==> src/rtl/supv_pkg.sv <==
package supv_pkg;
  typedef enum logic [1:0] {
    TMO_SHORT = 2'b00,
    TMO_MID   = 2'b01,
    TMO_LONG  = 2'b10,
    TMO_LONG2 = 2'b11
  } tmo_sel_e;
endpackage

==> src/rtl/supv_sync2.sv <==
module supv_sync2 #(
  parameter int unsigned W = 1,
  parameter logic [W-1:0] RST_VAL = '1
) (
  input  logic         clk_i,
  input  logic         rst_ni,
  input  logic [W-1:0] d_i,
  output logic [W-1:0] q_o
);
  logic [W-1:0] ff1_q, ff2_q;

  always_ff @(posedge clk_i or negedge rst_ni) begin
    if (!rst_ni) begin
      ff1_q <= RST_VAL;
      ff2_q <= RST_VAL;
    end else begin
      ff1_q <= d_i;
      ff2_q <= ff1_q;
    end
  end

  assign q_o = ff2_q;
endmodule

==> src/rtl/supv_debounce.sv <==
module supv_debounce #(
  parameter int unsigned DEB_TICKS = 6
) (
  input  logic clk_i,
  input  logic rst_ni,
  input  logic btn_ni,
  output logic press_o
);
  localparam int unsigned CW = $clog2(DEB_TICKS + 1);

  logic [CW-1:0] cnt_q;
  logic          press_q;

  always_ff @(posedge clk_i or negedge rst_ni) begin
    if (!rst_ni) begin
      cnt_q   <= '0;
      press_q <= 1'b0;
    end else if (btn_ni) begin
      cnt_q   <= '0;
      press_q <= 1'b0;
    end else if (!press_q) begin
      if (cnt_q == CW'(DEB_TICKS - 1)) press_q <= 1'b1;
      else                             cnt_q   <= cnt_q + 1'b1;
    end
  end

  assign press_o = press_q;

  // a high sample always drops the press
  assert_release_clears_R4: assert property (@(posedge clk_i) disable iff (!rst_ni)
    btn_ni |=> !press_q);
  // no press before the stable-low window has filled
  assert_short_low_ignored_R3: assert property (@(posedge clk_i) disable iff (!rst_ni)
    (!press_q && cnt_q < CW'(DEB_TICKS - 1)) |=> !press_q);
endmodule

==> src/rtl/supv_watchdog.sv <==
module supv_watchdog
  import supv_pkg::*;
#(
  parameter int unsigned WDG_SHORT = 80,
  parameter int unsigned WDG_MID   = 320,
  parameter int unsigned WDG_LONG  = 640
) (
  input  logic       clk_i,
  input  logic       rst_ni,
  input  logic       hold_i,
  input  logic       strobe_ni,
  input  logic [1:0] sel_i,
  output logic       expire_o
);
  localparam int unsigned CW = $clog2(WDG_LONG + 1);

  logic [CW-1:0] cnt_q, lim;
  logic          prev_q, fall;

  always_comb begin
    unique case (tmo_sel_e'(sel_i))
      TMO_SHORT: lim = CW'(WDG_SHORT);
      TMO_MID:   lim = CW'(WDG_MID);
      default:   lim = CW'(WDG_LONG);
    endcase
  end

  assign fall     = prev_q & ~strobe_ni;
  // >= so a period shortened mid-count still expires
  assign expire_o = !hold_i && !fall && (cnt_q >= lim - 1'b1);

  always_ff @(posedge clk_i or negedge rst_ni) begin
    if (!rst_ni) begin
      prev_q <= 1'b1;
      cnt_q  <= '0;
    end else begin
      prev_q <= strobe_ni;
      if (hold_i || fall) cnt_q <= '0;
      else if (!expire_o) cnt_q <= cnt_q + 1'b1;
    end
  end

  assert_held_in_reset_R6: assert property (@(posedge clk_i) disable iff (!rst_ni)
    hold_i |=> (cnt_q == '0));
  assert_fall_restarts_R7: assert property (@(posedge clk_i) disable iff (!rst_ni)
    (fall && !hold_i) |=> (cnt_q == '0));
  assert_level_no_service_R7: assert property (@(posedge clk_i) disable iff (!rst_ni)
    (strobe_ni == prev_q && !hold_i && !expire_o) |=> (cnt_q == CW'($past(cnt_q) + 1'b1)));
endmodule

==> src/rtl/supv_stretch.sv <==
module supv_stretch #(
  parameter int unsigned EXT_TICKS = 40
) (
  input  logic clk_i,
  input  logic rst_ni,
  input  logic cause_i,
  output logic rst_o
);
  localparam int unsigned CW = $clog2(EXT_TICKS + 1);

  logic [CW-1:0] cnt_q;
  logic          rst_q;

  always_ff @(posedge clk_i or negedge rst_ni) begin
    if (!rst_ni) begin
      rst_q <= 1'b1;
      cnt_q <= '0;
    end else if (cause_i) begin
      rst_q <= 1'b1;
      cnt_q <= '0;
    end else if (rst_q) begin
      if (cnt_q == CW'(EXT_TICKS - 1)) begin
        rst_q <= 1'b0;
        cnt_q <= '0;
      end else begin
        cnt_q <= cnt_q + 1'b1;
      end
    end
  end

  assign rst_o = rst_q;

  assert_cause_forces_R5: assert property (@(posedge clk_i) disable iff (!rst_ni)
    cause_i |=> rst_q);
  assert_full_extension_R1: assert property (@(posedge clk_i) disable iff (!rst_ni)
    (rst_q && !cause_i && cnt_q != CW'(EXT_TICKS - 1)) |=> rst_q);
endmodule

==> src/rtl/supervisor_rst_ctrl.sv <==
module supervisor_rst_ctrl #(
  parameter int unsigned EXT_TICKS = 40,
  parameter int unsigned DEB_TICKS = 6,
  parameter int unsigned WDG_SHORT = 80,
  parameter int unsigned WDG_MID   = 320,
  parameter int unsigned WDG_LONG  = 640
) (
  input  logic       clk_i,
  input  logic       rst_ni,
  input  logic       pwr_low_i,
  input  logic       tol_sel_i,
  output logic       tol_sel_o,
  input  logic       pb_ni,
  input  logic       wdg_strobe_ni,
  input  logic [1:0] tmo_sel_i,
  output logic       rst_o,
  output logic       rst_n_oe_o,
  output logic       rst_n_o
);
  logic [1:0] sync_q;
  logic       press, expire, cause, rst_q;

  supv_sync2 #(.W(2), .RST_VAL(2'b11)) u_sync (
    .clk_i (clk_i),
    .rst_ni(rst_ni),
    .d_i   ({pb_ni, wdg_strobe_ni}),
    .q_o   (sync_q)
  );

  supv_debounce #(.DEB_TICKS(DEB_TICKS)) u_deb (
    .clk_i  (clk_i),
    .rst_ni (rst_ni),
    .btn_ni (sync_q[1]),
    .press_o(press)
  );

  supv_watchdog #(
    .WDG_SHORT(WDG_SHORT),
    .WDG_MID  (WDG_MID),
    .WDG_LONG (WDG_LONG)
  ) u_wdg (
    .clk_i    (clk_i),
    .rst_ni   (rst_ni),
    .hold_i   (rst_q),
    .strobe_ni(sync_q[0]),
    .sel_i    (tmo_sel_i),
    .expire_o (expire)
  );

  assign cause = pwr_low_i | press | expire;

  supv_stretch #(.EXT_TICKS(EXT_TICKS)) u_str (
    .clk_i  (clk_i),
    .rst_ni (rst_ni),
    .cause_i(cause),
    .rst_o  (rst_q)
  );

  assign rst_o      = rst_q;
  assign rst_n_oe_o = rst_q;
  assign rst_n_o    = 1'b0;
  assign tol_sel_o  = tol_sel_i;

  assert_supply_low_R5: assert property (@(posedge clk_i) disable iff (!rst_ni)
    pwr_low_i |=> rst_o);
  assert_press_resets_R3: assert property (@(posedge clk_i) disable iff (!rst_ni)
    press |=> rst_o);
  assert_expiry_resets_R9: assert property (@(posedge clk_i) disable iff (!rst_ni)
    expire |=> rst_o);
endmodule

==> config.mk <==
export PLATFORM = sky130hd
export DESIGN_NAME = supervisor_rst_ctrl
export DESIGN_NICKNAME = d
export VERILOG_FILES = /design/src/rtl/supv_pkg.sv /design/src/rtl/supv_sync2.sv /design/src/rtl/supv_debounce.sv /design/src/rtl/supv_watchdog.sv /design/src/rtl/supv_stretch.sv /design/src/rtl/supervisor_rst_ctrl.sv
export SDC_FILE = /design/constraint.sdc
export NUM_CORES = 1
export LEC_CHECK = 0
export BUFFER_PORTS_ARGS = -buffer_cell sky130_fd_sc_hd__buf_2
export CORE_MARGIN = 2
export CORE_UTILIZATION = 58
export DETAILED_ROUTE_END_ITERATION = 7
export PLACE_DENSITY = 0.85
export SYNTH_ARGS = -nofsm -noshare
export SYNTH_HDL_FRONTEND = slang
export SYNTH_HIERARCHICAL = 1
export SYNTH_SLANG_ARGS = --single-unit
==> constraint.sdc <==
create_clock -name clk_i -period 2.5 [get_ports clk_i]
set_input_delay 0.5 -clock clk_i [delete_from_list [all_inputs] [get_ports clk_i]]
set_output_delay 0.5 -clock clk_i [all_outputs]
set_load 0.005 [all_outputs]
# --- Word-level counts from Yosys, hierarchy flattened ---
# Index checks and enable logic that the tools add are counted.
classes:
  n_lt_le_gt_ge: 1
  eq_ne: 6
  reduce_logical: 8
  bitwise_logic: 4
  add_sub_neg: 4
  n_mux: 15
ops:
  columns: ["op", "n"]
  rows:
  - ["10-bit two-way mux", 2]
  - ["10-bit case mux with 2 select lines", 1]
  - ["6-bit two-way mux", 3]
  - ["10-bit by 1-bit adder with 10-bit output (second input constant)", 1]
  - ["10-bit >= comparator", 1]
  - ["10-bit by 1-bit subtractor with 10-bit output (second input constant)", 1]
  - ["3-bit two-way mux", 3]
  - ["6-bit by 1-bit adder with 6-bit output (second input constant)", 1]
  - ["6-bit == test (second input constant)", 1]
  - ["1-bit two-way mux", 6]
  - ["2-bit inequality test (second input constant)", 2]
  - ["3-bit by 1-bit adder with 3-bit output (second input constant)", 1]
  - ["3-bit == test (second input constant)", 1]
  - ["2-bit by 1-bit == test with 1-bit output (second input constant)", 1]
  - ["1-bit logical AND", 2]
  - ["1-bit zero test", 2]
  - ["2-bit zero test", 1]
  - ["2-bit by 1-bit inequality test with 1-bit output (second input constant)", 1]
  - ["1-bit bitwise OR", 2]
  - ["2-bit AND reduction", 1]
  - ["2-bit nonzero test", 1]
  - ["1-bit bitwise AND", 1]
  - ["1-bit logical OR", 1]
  - ["1-bit NOT", 1]
word_totals:
  regBits: 26
  inputBits: 8

# --- Logic depth before layout (Yosys ltp) ---
# Gate-level depths: netlist of run 1.
depth:
  ltp_word: 7
  ltp_mapped: 13
  depth_no_buf: 12

# --- Cells and area by module ---
# Netlist of run 1, hierarchy kept.
modules_own_cells:
  columns: ["module", "instances", "seq_area_each_um2", "cells_each", "area_each_um2"]
  rows:
  - ["supv_watchdog", 1, 276.5, 79, 733.2]
  - ["supv_stretch", 1, 176.4, 35, 355.3]
  - ["supv_debounce", 1, 100.1, 18, 216.5]
  - ["supv_sync2", 1, 105.1, 4, 105.1]
  - ["supervisor_rst_ctrl", 1, 0.0, 5, 32.5]

# --- Worst setup path after synthesis of run 1 ---
# Ideal clock, no wire load.
synth_path:
  path_type: "input to register"
  startpoint: "input port tmo_sel_i[1]"
  endpoint: "register u_str.cnt_q[0]"
  t_arrival_ns: 2.212
  stages: 12
  setup_time_ns: 0.118
  slack_ns: 0.170
  cell_sequence: "inv_1 nand2_1 ha_1 nand2_1 o21ai_1 a21oi_2 nor2_1 or3_1 clkbuf_1 inv_1 and3_1 a21o_1"
synth_between:
  elab_chain_cells: 7
  elab_cells_between_ends: 9
  cone_classes: "1 x add/sub; 1 x order compare; 1 x eq/ne; 2 x mux; 1 x bitwise; 3 x reduce/logical"
synth_lines:
  columns: ["item", "line", "source"]
  rows:
  - ["start: declaration", "supervisor_rst_ctrl.sv:15", "input logic [1:0] tmo_sel_i,"]
  - ["2-bit by 1-bit == test with 1-bit output / 2-bit zero test (equally long branches)", "supv_watchdog.sv:21", "unique case (tmo_sel_e'(sel_i))"]
  - ["10-bit case mux with 2 select lines (*)", "supv_watchdog.sv:21", null]
  - ["10-bit by 1-bit subtractor with 10-bit output (*)", "supv_watchdog.sv:30", "assign expire_o = !hold_i && !fall && (cnt_q >= lim - 1'b1);"]
  - ["10-bit >= comparator (*)", "supv_watchdog.sv:30", null]
  - ["1-bit logical AND (*)", "supv_watchdog.sv:30", null]
  - ["net expire", "supervisor_rst_ctrl.sv:21", "logic press, expire, cause, rst_q;"]
  - ["1-bit bitwise OR (*)", "supervisor_rst_ctrl.sv:50", "assign cause = pwr_low_i | press | expire;"]
  - ["net cause", "supervisor_rst_ctrl.sv:21", null]
  - ["6-bit two-way mux / 2-bit nonzero test (equally long branches)", null, null]
  - ["end signal: assignment", "supv_stretch.sv:26", "cnt_q <= cnt_q + 1'b1;"]
  - ["end: declaration", "supv_stretch.sv:11", "logic [CW-1:0] cnt_q;"]
# The timed path passes the listed nets; every way through them passes the cells marked *.
# A chain may end at the register's enable or synchronous reset.

# --- Worst setup path after layout of run 1 ---
layout_path:
  startpoint: "register u_wdg.cnt_q[7]"
  endpoint: "register u_str.cnt_q[3]"
layout_between:
  elab_chain_cells: 4
  elab_cells_between_ends: 5
  cone_classes: "1 x order compare; 1 x mux; 1 x bitwise; 2 x reduce/logical"
layout_lines:
  columns: ["item", "line", "source"]
  rows:
  - ["start: declaration", "supv_watchdog.sv:17", "logic [CW-1:0] cnt_q, lim;"]
  - ["start signal: assignment", "supv_watchdog.sv:39", "else if (!expire_o) cnt_q <= cnt_q + 1'b1;"]
  - ["10-bit >= comparator (*)", "supv_watchdog.sv:30", null]
  - ["1-bit logical AND (*)", "supv_watchdog.sv:30", null]
  - ["net expire", "supervisor_rst_ctrl.sv:21", null]
  - ["1-bit bitwise OR (*)", "supervisor_rst_ctrl.sv:50", null]
  - ["net cause", "supervisor_rst_ctrl.sv:21", null]
  - ["6-bit two-way mux / 2-bit nonzero test (equally long branches)", null, null]
# Marks and branches as above.

==> results of run 1 <==
==> layout make-up <==
type | count | area, um2 | area share (%)
multi-input combinational | 102 | 724 | 46.8
sequential | 26 | 658 | 42.6
timing repair buffer | 12 | 70.1 | 4.53
tap | 30 | 37.5 | 2.43
inverter | 8 | 30.0 | 1.94
clock buffer | 4 | 26.3 | 1.70
==> layout by cell type (no fill, tap or decap), types with 2 or more instances in the layout <==
cell type	instances
dfstp_2	6
clkbuf_4	3
dfrtp_1	20
a21oi_2	2
mux2i_1	2
buf_2	8
nand2_1	10
a21o_1	2
ha_1	10
a211oi_1	4
conb_1	2
nand3_1	6
xor2_1	2
and3_1	2
a21oi_1	6
xnor2_1	7
nand4_1	2
buf_4	4
nand2b_1	2
nor2_1	17
inv_1	7
==> cells in the mapped netlist, drive strengths merged, types with 2 or more instances <==
library cell  instances
or2                   2
xnor2                 7
a211oi                5
xor2                  2
dfrtp                20
a21o                  2
nand4                 2
nor2                 18
nand2b                2
nand2                11
dfstp                 6
nand3                 7
and3                  2
inv                   8
o21ai                 3
conb                  2
mux2i                 2
buf                   4
ha                   10
a21oi                 8
==> through the flow <==
stage | cell area (um2) | utilization (%) | power (mW)
4_1_cts | 1550 | 64.2 | 0.706
3_3_place_gp | 1520 | 63.1 | 0.516
3_5_place_dp | 1520 | 63.1 | 0.525
5_1_grt | 1550 | 64.2 | 0.733
6_report | 1550 | 64.2 | 0.696
2_1_floorplan | 1440 | - | 0.500
==> flip-flops by register name, summed over array words and instances, names as in the netlist <==
signal         flops
u_str/cnt_q        6
u_sync/ff1_q       2
u_str/rst_o        1
u_wdg/cnt_q       10
u_wdg/prev_q       1
u_sync/q_o         2
u_deb/cnt_q        3
u_deb/press_o      1
==> power by group through the flow <==
| stage | registers [mW] | clock network, mW | logic [mW] |
|---|---|---|---|
| 2_1_floorplan | 0.458 | 0 | 0.0418 |
| 3_3_place_gp | 0.460 | 0 | 0.0556 |
| 3_5_place_dp | 0.462 | 0 | 0.0627 |
| 4_1_cts | 0.454 | 0.188 | 0.0629 |
| 5_1_grt | 0.457 | 0.204 | 0.0717 |
| 6_report | 0.454 | 0.180 | 0.0620 |
==> path summary, 6_finish.rpt <==
kind                                   end  slack, ns  cells after the start
max                         u_str/cnt_q[3]       0.38                      8
min                         u_str/cnt_q[0]       0.15                      1
max reg2reg                 u_str/cnt_q[3]       0.38                      8
min reg2reg                  u_sync/q_o[1]       0.37                      0
max in group asynchronous     u_wdg/prev_q       1.96                      1
min in group clk_i         u_sync/ff1_q[0]       0.26                      1
==> layer usage <==
metal  track usage, %  share of wire, %  wire length, um
met4             5.98              0.72               18
met2             37.4                52             1300
met3             3.33               2.7               67
met1             24.0                45             1120
met5                0                 0                0
==> logic make-up (layout without fill, tap and decap cells) <==
family,after synthesis,in the layout,share of synthesized area [%]
AO/OA/AOI/OAI,28,28,15.9
XOR/XNOR,9,9,5.46
multiplexers,3,3,2.17
other,2,2,0.521
buffers and inverters,13,24,4.16
flip-flops,26,26,45.6
AND/OR/NAND/NOR,50,50,17.5
adder cells (fa/ha/maj),10,10,8.67
==> out/results.ini, run 1 <==
[layout]
synthToLayoutAreaGrowth_pct = 7.20
n_antenna_cell = 0
drive_above_1_share_pct = 23.0
nFillCells = 200
fin_nets = 171
stdcell_count = 182

[grt]
grt_start_max_net_pins = 27
grt.total_usage_pct = 20.3
grt_pass1_vias = 1024
grt_pass1_wl_mm = 4.26
grt_overflow = 0
antenna_found_initial = 0

[floorplanning]
initial_core_util_pct = 59.9
dieHeight_um = 53.9
boundaryPins = 12
die_w_um = 53.9
dieArea_um2 = 2900
core_um2 = 2410
row_count = 18

[clock_tree]
cts_root_buf = clkbuf_4
holdBufCountCts = 0
clkTransAtPathRegs_ns = 0.14
postCtsSetupRepairBufs = 0
clockBufferDepth = 2
cts-buffers-inserted = 3
cts_max_level = 1
cts_tree = done
cts_resized = 0
numClockSinks = 26
worstSkewPairLatency_ns = 0.32

[sta]
max_clock_freq_ghz = 0.472
finalHoldViolCount = 0
slew_violations = 0
rsz0062_at_grt = no
final.min_clock_period_ns = 2.12
setup_ws_ns = 0.381
tightestPinTransition_ns = 0.574
fin_crit_sh_pct = 84.8
worst_hold_slack_ns = 0.151
slew_headroom_pct = 61.7
clock_skew_ns = 0.0106
setup-violations-final = 0
setup-tns-final_ns = 0

[yosys]
synth.distinct_cells = 48
synth_seq_cells = 26
syn_inst = 141
syn_nets = 159
synth_edf_count = 0
yosysWarnings = 6
synth_top_flop_cell = dfrtp_1
synth_area_leader_cell = dfrtp_1
avgSynthCellArea_um2 = 10.2
async_flop_share_pct = 100
synth_top_area_share_pct = 34.7
syn-cell-area_um2 = 1440
ys_seq_area_share_pct = 45.6
synth_area_leaders = dfrtp_1 (35%), dfstp_2 (11%), ha_1 (8.7%)

[worst_setup_path]
path_cells = ha_1, a21oi_1, o21ai_1, a21oi_2, nor2_1, or3_1, nor3_1, a32o_1
cp_max_fo = 8
critPathLaunch = u_wdg/cnt_q[7]
crit_path_end_kind = register
cp_num_buf_inv = 0
cpPeakStageDelay_ns = 0.46
arrival_ns = 2.39
critPathTopFamily = simple AND/OR/NAND/NOR gates
start_kind = register
criticalPathCategory = register to register
r2r-start = u_wdg/cnt_q[7]
critPathSlowestCell = dfrtp_1
crit_required_ns = 2.77

[detailed_routing]
wl_per_cell_um = 13.8
drc_errors = 0
vias_per_cell = 5.62
dr.pass1.iters = 4
drt_iter0_markers = 15
ant_nets = 0
dr_total_vias = 1022
wl_mm = 2.51

[outcome]
status = complete, no violations

[power_and_ir_drop]
sw_frac_of_total_pct = 24.3
comb_power_share_pct = 8.9
powerDensity_nw_per_um2 = 450
clock_power_share_pct = 25.9
switchingPower_uw = 169
ir_worst_vdd_mv = 0.392
seqPwrFrac_pct = 65.2
p_int_uw = 527
p_leak_nw = 0.695

[placed_design]
io_buffers = 8
place.gp.congestion = 0.789
place_inst = 178
dp_slack_ns = 0.105
post-dp-hpwl_mm = 1.95

[job]
cap_viol_max_count = 0

[min_path]
hold_path.class = input port to asynchronous set/reset pin

No activity file was read; power rests on OpenSTA's default activity.
==> run 2, diff against run 1 <==
clock period = 2 ns   (was 2.5 ns; I/O delays follow)
==> run 2 against run 1 <==
  * Maximum frequency grew 9.0%
  * Utilization grew 6.7 points
  * Combinational power rose by 38%
  * Critical path depth rose by 1
  * Hold slack worse by 0.084 ns
  * Final area up 10%
  * Total power is 23% higher
  * Critical endpoint is now u_str/cnt_q[0]
  * Largest power group unchanged
  * Flip-flop and latch count stayed put
==> out/results.ini, run 2 (synthesis results as in run 1) <==
[layout]
n_antenna_cell = 0
regMostFlops = u_wdg/cnt_q
top_regs = u_wdg/cnt_q x10, u_str/cnt_q x6, u_deb/cnt_q x3
final_cell_mix = dfrtp_1 (20), nor2_1 (16), buf_4 (13)
final_core_util_pct = 70.9
synthToLayoutAreaGrowth_pct = 18.4
fin_nets = 180
drive_above_1_share_pct = 35.0
largest_reg_flops = 10
layout_commonest_cell = dfrtp_1

[grt]
grt_pass1_wl_mm = 4.26
grt_start_max_net_pins = 27
antenna_found_initial = 0
grt_pass1_vias = 1062
grt.total_usage_pct = 20.5
grt_overflow = 0

[detailed_routing]
drc_errors = 0
dr_total_vias = 1074
drt_iter0_markers = 18
ant_nets = 0
wl_per_cell_um = 13.5
wl_mm = 2.57
vias_per_cell = 5.65
dr.pass1.iters = 5

[job]
cap_viol_max_count = 0

[placed_design]
place.gp.congestion = 0.743
post-dp-hpwl_mm = 2.06
dp_slack_ns = -0.222
io_buffers = 8

[worst_setup_path]
arrival_ns = 2.20
cp_max_fo = 8
crit_path_end_kind = register
start_kind = register
criticalPathCategory = register to register
crit_required_ns = 2.25

[clock_tree]
cts-buffers-inserted = 3
cts_root_buf = clkbuf_4
cts_max_level = 1
clockBufferDepth = 2
postCtsSetupRepairBufs = 0
cts_tree = done
holdBufCountCts = 0
clkTransAtPathRegs_ns = 0.12
worstSkewPairLatency_ns = 0.30
numClockSinks = 26

[sta]
fin_crit_sh_pct = 97.2
slew_headroom_pct = 63.3
tightestPinTransition_ns = 0.550
max_clock_freq_ghz = 0.514
finalHoldViolCount = 0
final.min_clock_period_ns = 1.94
worst_hold_slack_ns = 0.0669
rsz0062_at_grt = no
setup-violations-final = 0
setup_ws_ns = 0.0557
clock_skew_ns = 0.00169
slew_violations = 0

[power_and_ir_drop]
ir_worst_vdd_mv = 0.558
sw_frac_of_total_pct = 23.2
seqPwrFrac_pct = 66.6
comb_power_share_pct = 10.0
switchingPower_uw = 198
clock_power_share_pct = 23.3
p_int_uw = 655
powerDensity_nw_per_um2 = 500
p_leak_nw = 0.746

[floorplanning]
row_count = 18
boundaryPins = 12
initial_core_util_pct = 59.9
die_w_um = 53.9
dieHeight_um = 53.9
dieArea_um2 = 2900
core_um2 = 2410

[outcome]
status = complete, no violations

[min_path]
hold_path.class = input port to asynchronous set/reset pin

run 2: changes by cell type in the layout (fill, tap and decap cells not counted), moves of 2 or more:
cell,change
a21oi_1,-3
a21oi_4,+2
buf_4,+9
ha_1,-2
ha_4,+2
inv_1,-2
inv_2,+2
nor2_4,+2
o21ai_4,+2
run 2: area by class of cell:
cell class	instances	area, um2
Timing Repair Buffer	21	138
Fill cell	171	702
Sequential cell	26	658
Clock buffer	3	22.5
Tap cell	30	37.5
Inverter	8	30.0
Multi-Input combinational cell	102	822
run 2: timing repair:
action	4_1_cts	5_1_grt
pin swaps	0	1
endpoints found under the setup margin	1	1
resized for setup	1	0
run 2: per-stage QoR:
| step | TNS [ns] | instances | power, mW | instance area [um2] |
|---|---|---|---|---|
| floorplan | -0.160 | 141 | 0.636 | 1550 |
| global placement | -0.783 | 187 | 0.655 | 1680 |
| detailed placement | -1.06 | 187 | 0.662 | 1680 |
| CTS | 0 | 190 | 0.864 | 1710 |
| global route | 0 | 190 | 0.904 | 1710 |
| finish | 0 | 190 | 0.853 | 1710 |
run 2: power groups by stage:
| stage | combinational [mW] | sequential [mW] | clock, mW |
|---|---|---|---|
| 6_report | 0.0855 | 0.569 | 0.199 |
| 3_5_place_dp | 0.0847 | 0.578 | 0 |
| 4_1_cts | 0.0865 | 0.568 | 0.209 |
| 3_3_place_gp | 0.0796 | 0.575 | 0 |
| 5_1_grt | 0.102 | 0.572 | 0.230 |
| 2_1_floorplan | 0.0629 | 0.573 | 0 |
run 2: final timing paths:
path                            startpoint         endpoint  slack, ns  depth (start not counted)
max in group asynchronous           rst_ni      u_str/rst_o       1.56                          1
min reg2reg                u_sync/ff1_q[1]    u_sync/q_o[1]       0.37                          0
min                                 rst_ni   u_deb/cnt_q[1]       0.07                          1
max reg2reg                 u_wdg/cnt_q[7]   u_str/cnt_q[0]       0.06                          9
min in group clk_i           wdg_strobe_ni  u_sync/ff1_q[0]       0.18                          1
max                         u_wdg/cnt_q[7]   u_str/cnt_q[0]       0.06                          9
run 2: metal layers:
layer | wire (um) | track usage, %
met1 | 1090 | 23.9
met2 | 1390 | 37.4
met3 | 85 | 2.50
met4 | 13 | 8.97
met5 | 0 | 0
run 2: worst max-delay path, stage by stage, from the launching register on:
cell and delay (ns):
dfrtp_1 0.40, ha_1 0.27, a21oi_2 0.22, o21ai_4 0.10, a21oi_4 0.12, nor2_1 0.06, or3_4 0.42, inv_2 0.07
and3_1 0.16, a21o_1 0.08
==> run 3, diff against run 2 <==
PLACE_DENSITY = unset   (was 0.85)
PLACE_DENSITY_LB_ADDON = 0.12   (was unset)
==> run 3 against run 2 <==
  * Global-route usage decreased by 0.57 points
  * Wire length decreased by 3.3%
  * Clock skew increased by 0.0065 ns
  * Setup slack improved by 0.031 ns
  * Clock-buffer cell count unchanged
  * Via count decreased by 2.8%
  * Critical endpoint unchanged
  * Largest cell class unchanged
  * Highest routed layer unchanged
==> out/results.ini, run 3 (synthesis results as in run 1) <==
[outcome]
status = complete, no violations

[layout]
nFillCells = 185
synthToLayoutAreaGrowth_pct = 22.0
regMostFlops = u_wdg/cnt_q
top_regs = u_wdg/cnt_q x10, u_str/cnt_q x6, u_deb/cnt_q x3
design_area_um2 = 1760
largest_reg_flops = 10
layout_commonest_cell = dfrtp_1
drive_above_1_share_pct = 36.2
final_cell_mix = dfrtp_1 (20), nor2_1 (16), buf_4 (15)
multi_input_area_um2 = 830
fin_nets = 182
regArea_um2 = 658
n_antenna_cell = 0

[worst_setup_path]
start_kind = register
path_cells = ha_1, a21oi_2, o21ai_4, a21oi_4, nor2_1, or3_4, inv_2, and3_1, a21o_1
criticalPathCategory = register to register
r2r-end = u_str/cnt_q[0]
crit_path_end_kind = register
cpPeakStageDelay_ns = 0.41
cp_max_fo = 7
r2r-start = u_wdg/cnt_q[7]
crit_required_ns = 2.26
arrival_ns = 2.17
cp_num_buf_inv = 1
rr_worst_depth = 9
r2r_setup_slack_ns = 0.09
critPathTopFamily = simple AND/OR/NAND/NOR gates
critPathSlowestCell = or3_4

[detailed_routing]
dr.pass1.iters = 4
vias_per_cell = 5.41
drt_iter0_markers = 16
dr_total_vias = 1044
drc_errors = 0
ant_nets = 0
wl_mm = 2.49
wl_per_cell_um = 12.9

[clock_tree]
cts-buffers-inserted = 3
postCtsSetupRepairBufs = 0
cts_root_buf = clkbuf_4
numClockSinks = 26
worstSkewPairLatency_ns = 0.31
clockBufferDepth = 2
clkTransAtPathRegs_ns = 0.14
cts_max_level = 1
cts_tree = done

[sta]
clock_skew_ns = 0.00817
fin_crit_sh_pct = 95.7
setup-violations-final = 0
finalHoldViolCount = 0
worst_hold_slack_ns = 0.0602
max_clock_freq_ghz = 0.523
slew_violations = 0
setup-tns-final_ns = 0
final.min_clock_period_ns = 1.91
rsz0062_at_grt = no
setup_ws_ns = 0.0867
slew_headroom_pct = 63.4
tightestPinTransition_ns = 0.550

[placed_design]
placed_area_um2 = 1700
post-dp-hpwl_mm = 1.98
place.gp.congestion = 0.724
io_buffers = 8
dp_slack_ns = -0.225

[job]
cap_viol_max_count = 0

[power_and_ir_drop]
ir_worst_vdd_mv = 0.589
powerDensity_nw_per_um2 = 569
switchingPower_uw = 212
comb_power_share_pct = 8.8
clock_power_share_pct = 34.6
sw_frac_of_total_pct = 21.2
seqPwrFrac_pct = 56.6
p_int_uw = 789
p_leak_nw = 0.772

[floorplanning]
boundaryPins = 12
row_count = 18
core_um2 = 2410
initial_core_util_pct = 59.9
dieArea_um2 = 2900
die_w_um = 53.9
dieHeight_um = 53.9

[grt]
grt_pass1_vias = 1042
grt_overflow = 0
grt_start_max_net_pins = 27
grt_pass1_wl_mm = 4.20
grt.total_usage_pct = 19.9
antenna_found_initial = 0

[min_path]
hold_path.class = input port to asynchronous set/reset pin

## run 3: what timing repair did
item / in CTS / in global routing
hold buffers: 0 / 0
endpoints found under the setup margin: 0 / 6
gates resized for setup: 0 / 2
## run 3: cell type report
type	count	area share [%]
sequential	26	37.4
inverter	8	1.71
timing repair buffer	23	8.67
clock inverter	1	1.71
multi-input combinational	102	47.1
tap	30	2.13
clock buffer	3	1.28
## run 3: worst max-delay path by stage
stage	startpoint	endpoint	slack (ns)	cells past startpoint
2_1_floorplan	tmo_sel_i[0]	u_str/cnt_q[0]	-0.06	11
3_3_place_gp	tmo_sel_i[1]	u_str/cnt_q[0]	-0.17	13
3_5_place_dp	tmo_sel_i[0]	u_str/cnt_q[0]	-0.22	11
4_1_cts	u_wdg/cnt_q[9]	u_str/cnt_q[0]	0.003	9
5_1_grt	u_wdg/cnt_q[7]	u_str/cnt_q[0]	0.01	9
6_report	u_wdg/cnt_q[7]	u_str/cnt_q[0]	0.09	9
## run 3: worst reg2reg max path, stage by stage, from the launching register on
cell and delay, ns:
dfrtp_1 0.39, ha_1 0.26, a21oi_2 0.23, o21ai_4 0.10, a21oi_4 0.12, nor2_1 0.06
or3_4 0.41, inv_2 0.07, and3_1 0.15, a21o_1 0.09
## run 3: power groups by stage
stage	clock network [mW]	logic, mW	registers [mW]
5_1_grt	0.373	0.100	0.571
4_1_cts	0.361	0.0872	0.568
2_1_floorplan	0	0.0629	0.573
3_5_place_dp	0	0.0872	0.577
3_3_place_gp	0	0.0820	0.575
6_report	0.346	0.0880	0.567
## run 3: layer usage
metal  GRT usage, %  vias to the layer above  part of all wire (%)
li1               -                      532                     -
met2           38.0                       11                    51
met1           23.6                      497                    47
met3           1.67                        4                   1.9
met5              0                        -                     0
met4           5.56                        0                  0.80
## run 3: per-stage QoR
step | power (mW) | utilization (%) | cells
4_1_cts | 1.02 | 72.5 | 193
6_report | 1.00 | 73.1 | 193
2_1_floorplan | 0.636 | - | 141
5_1_grt | 1.04 | 73.1 | 193
3_5_place_dp | 0.664 | 70.4 | 189
3_3_place_gp | 0.657 | 70.4 | 189
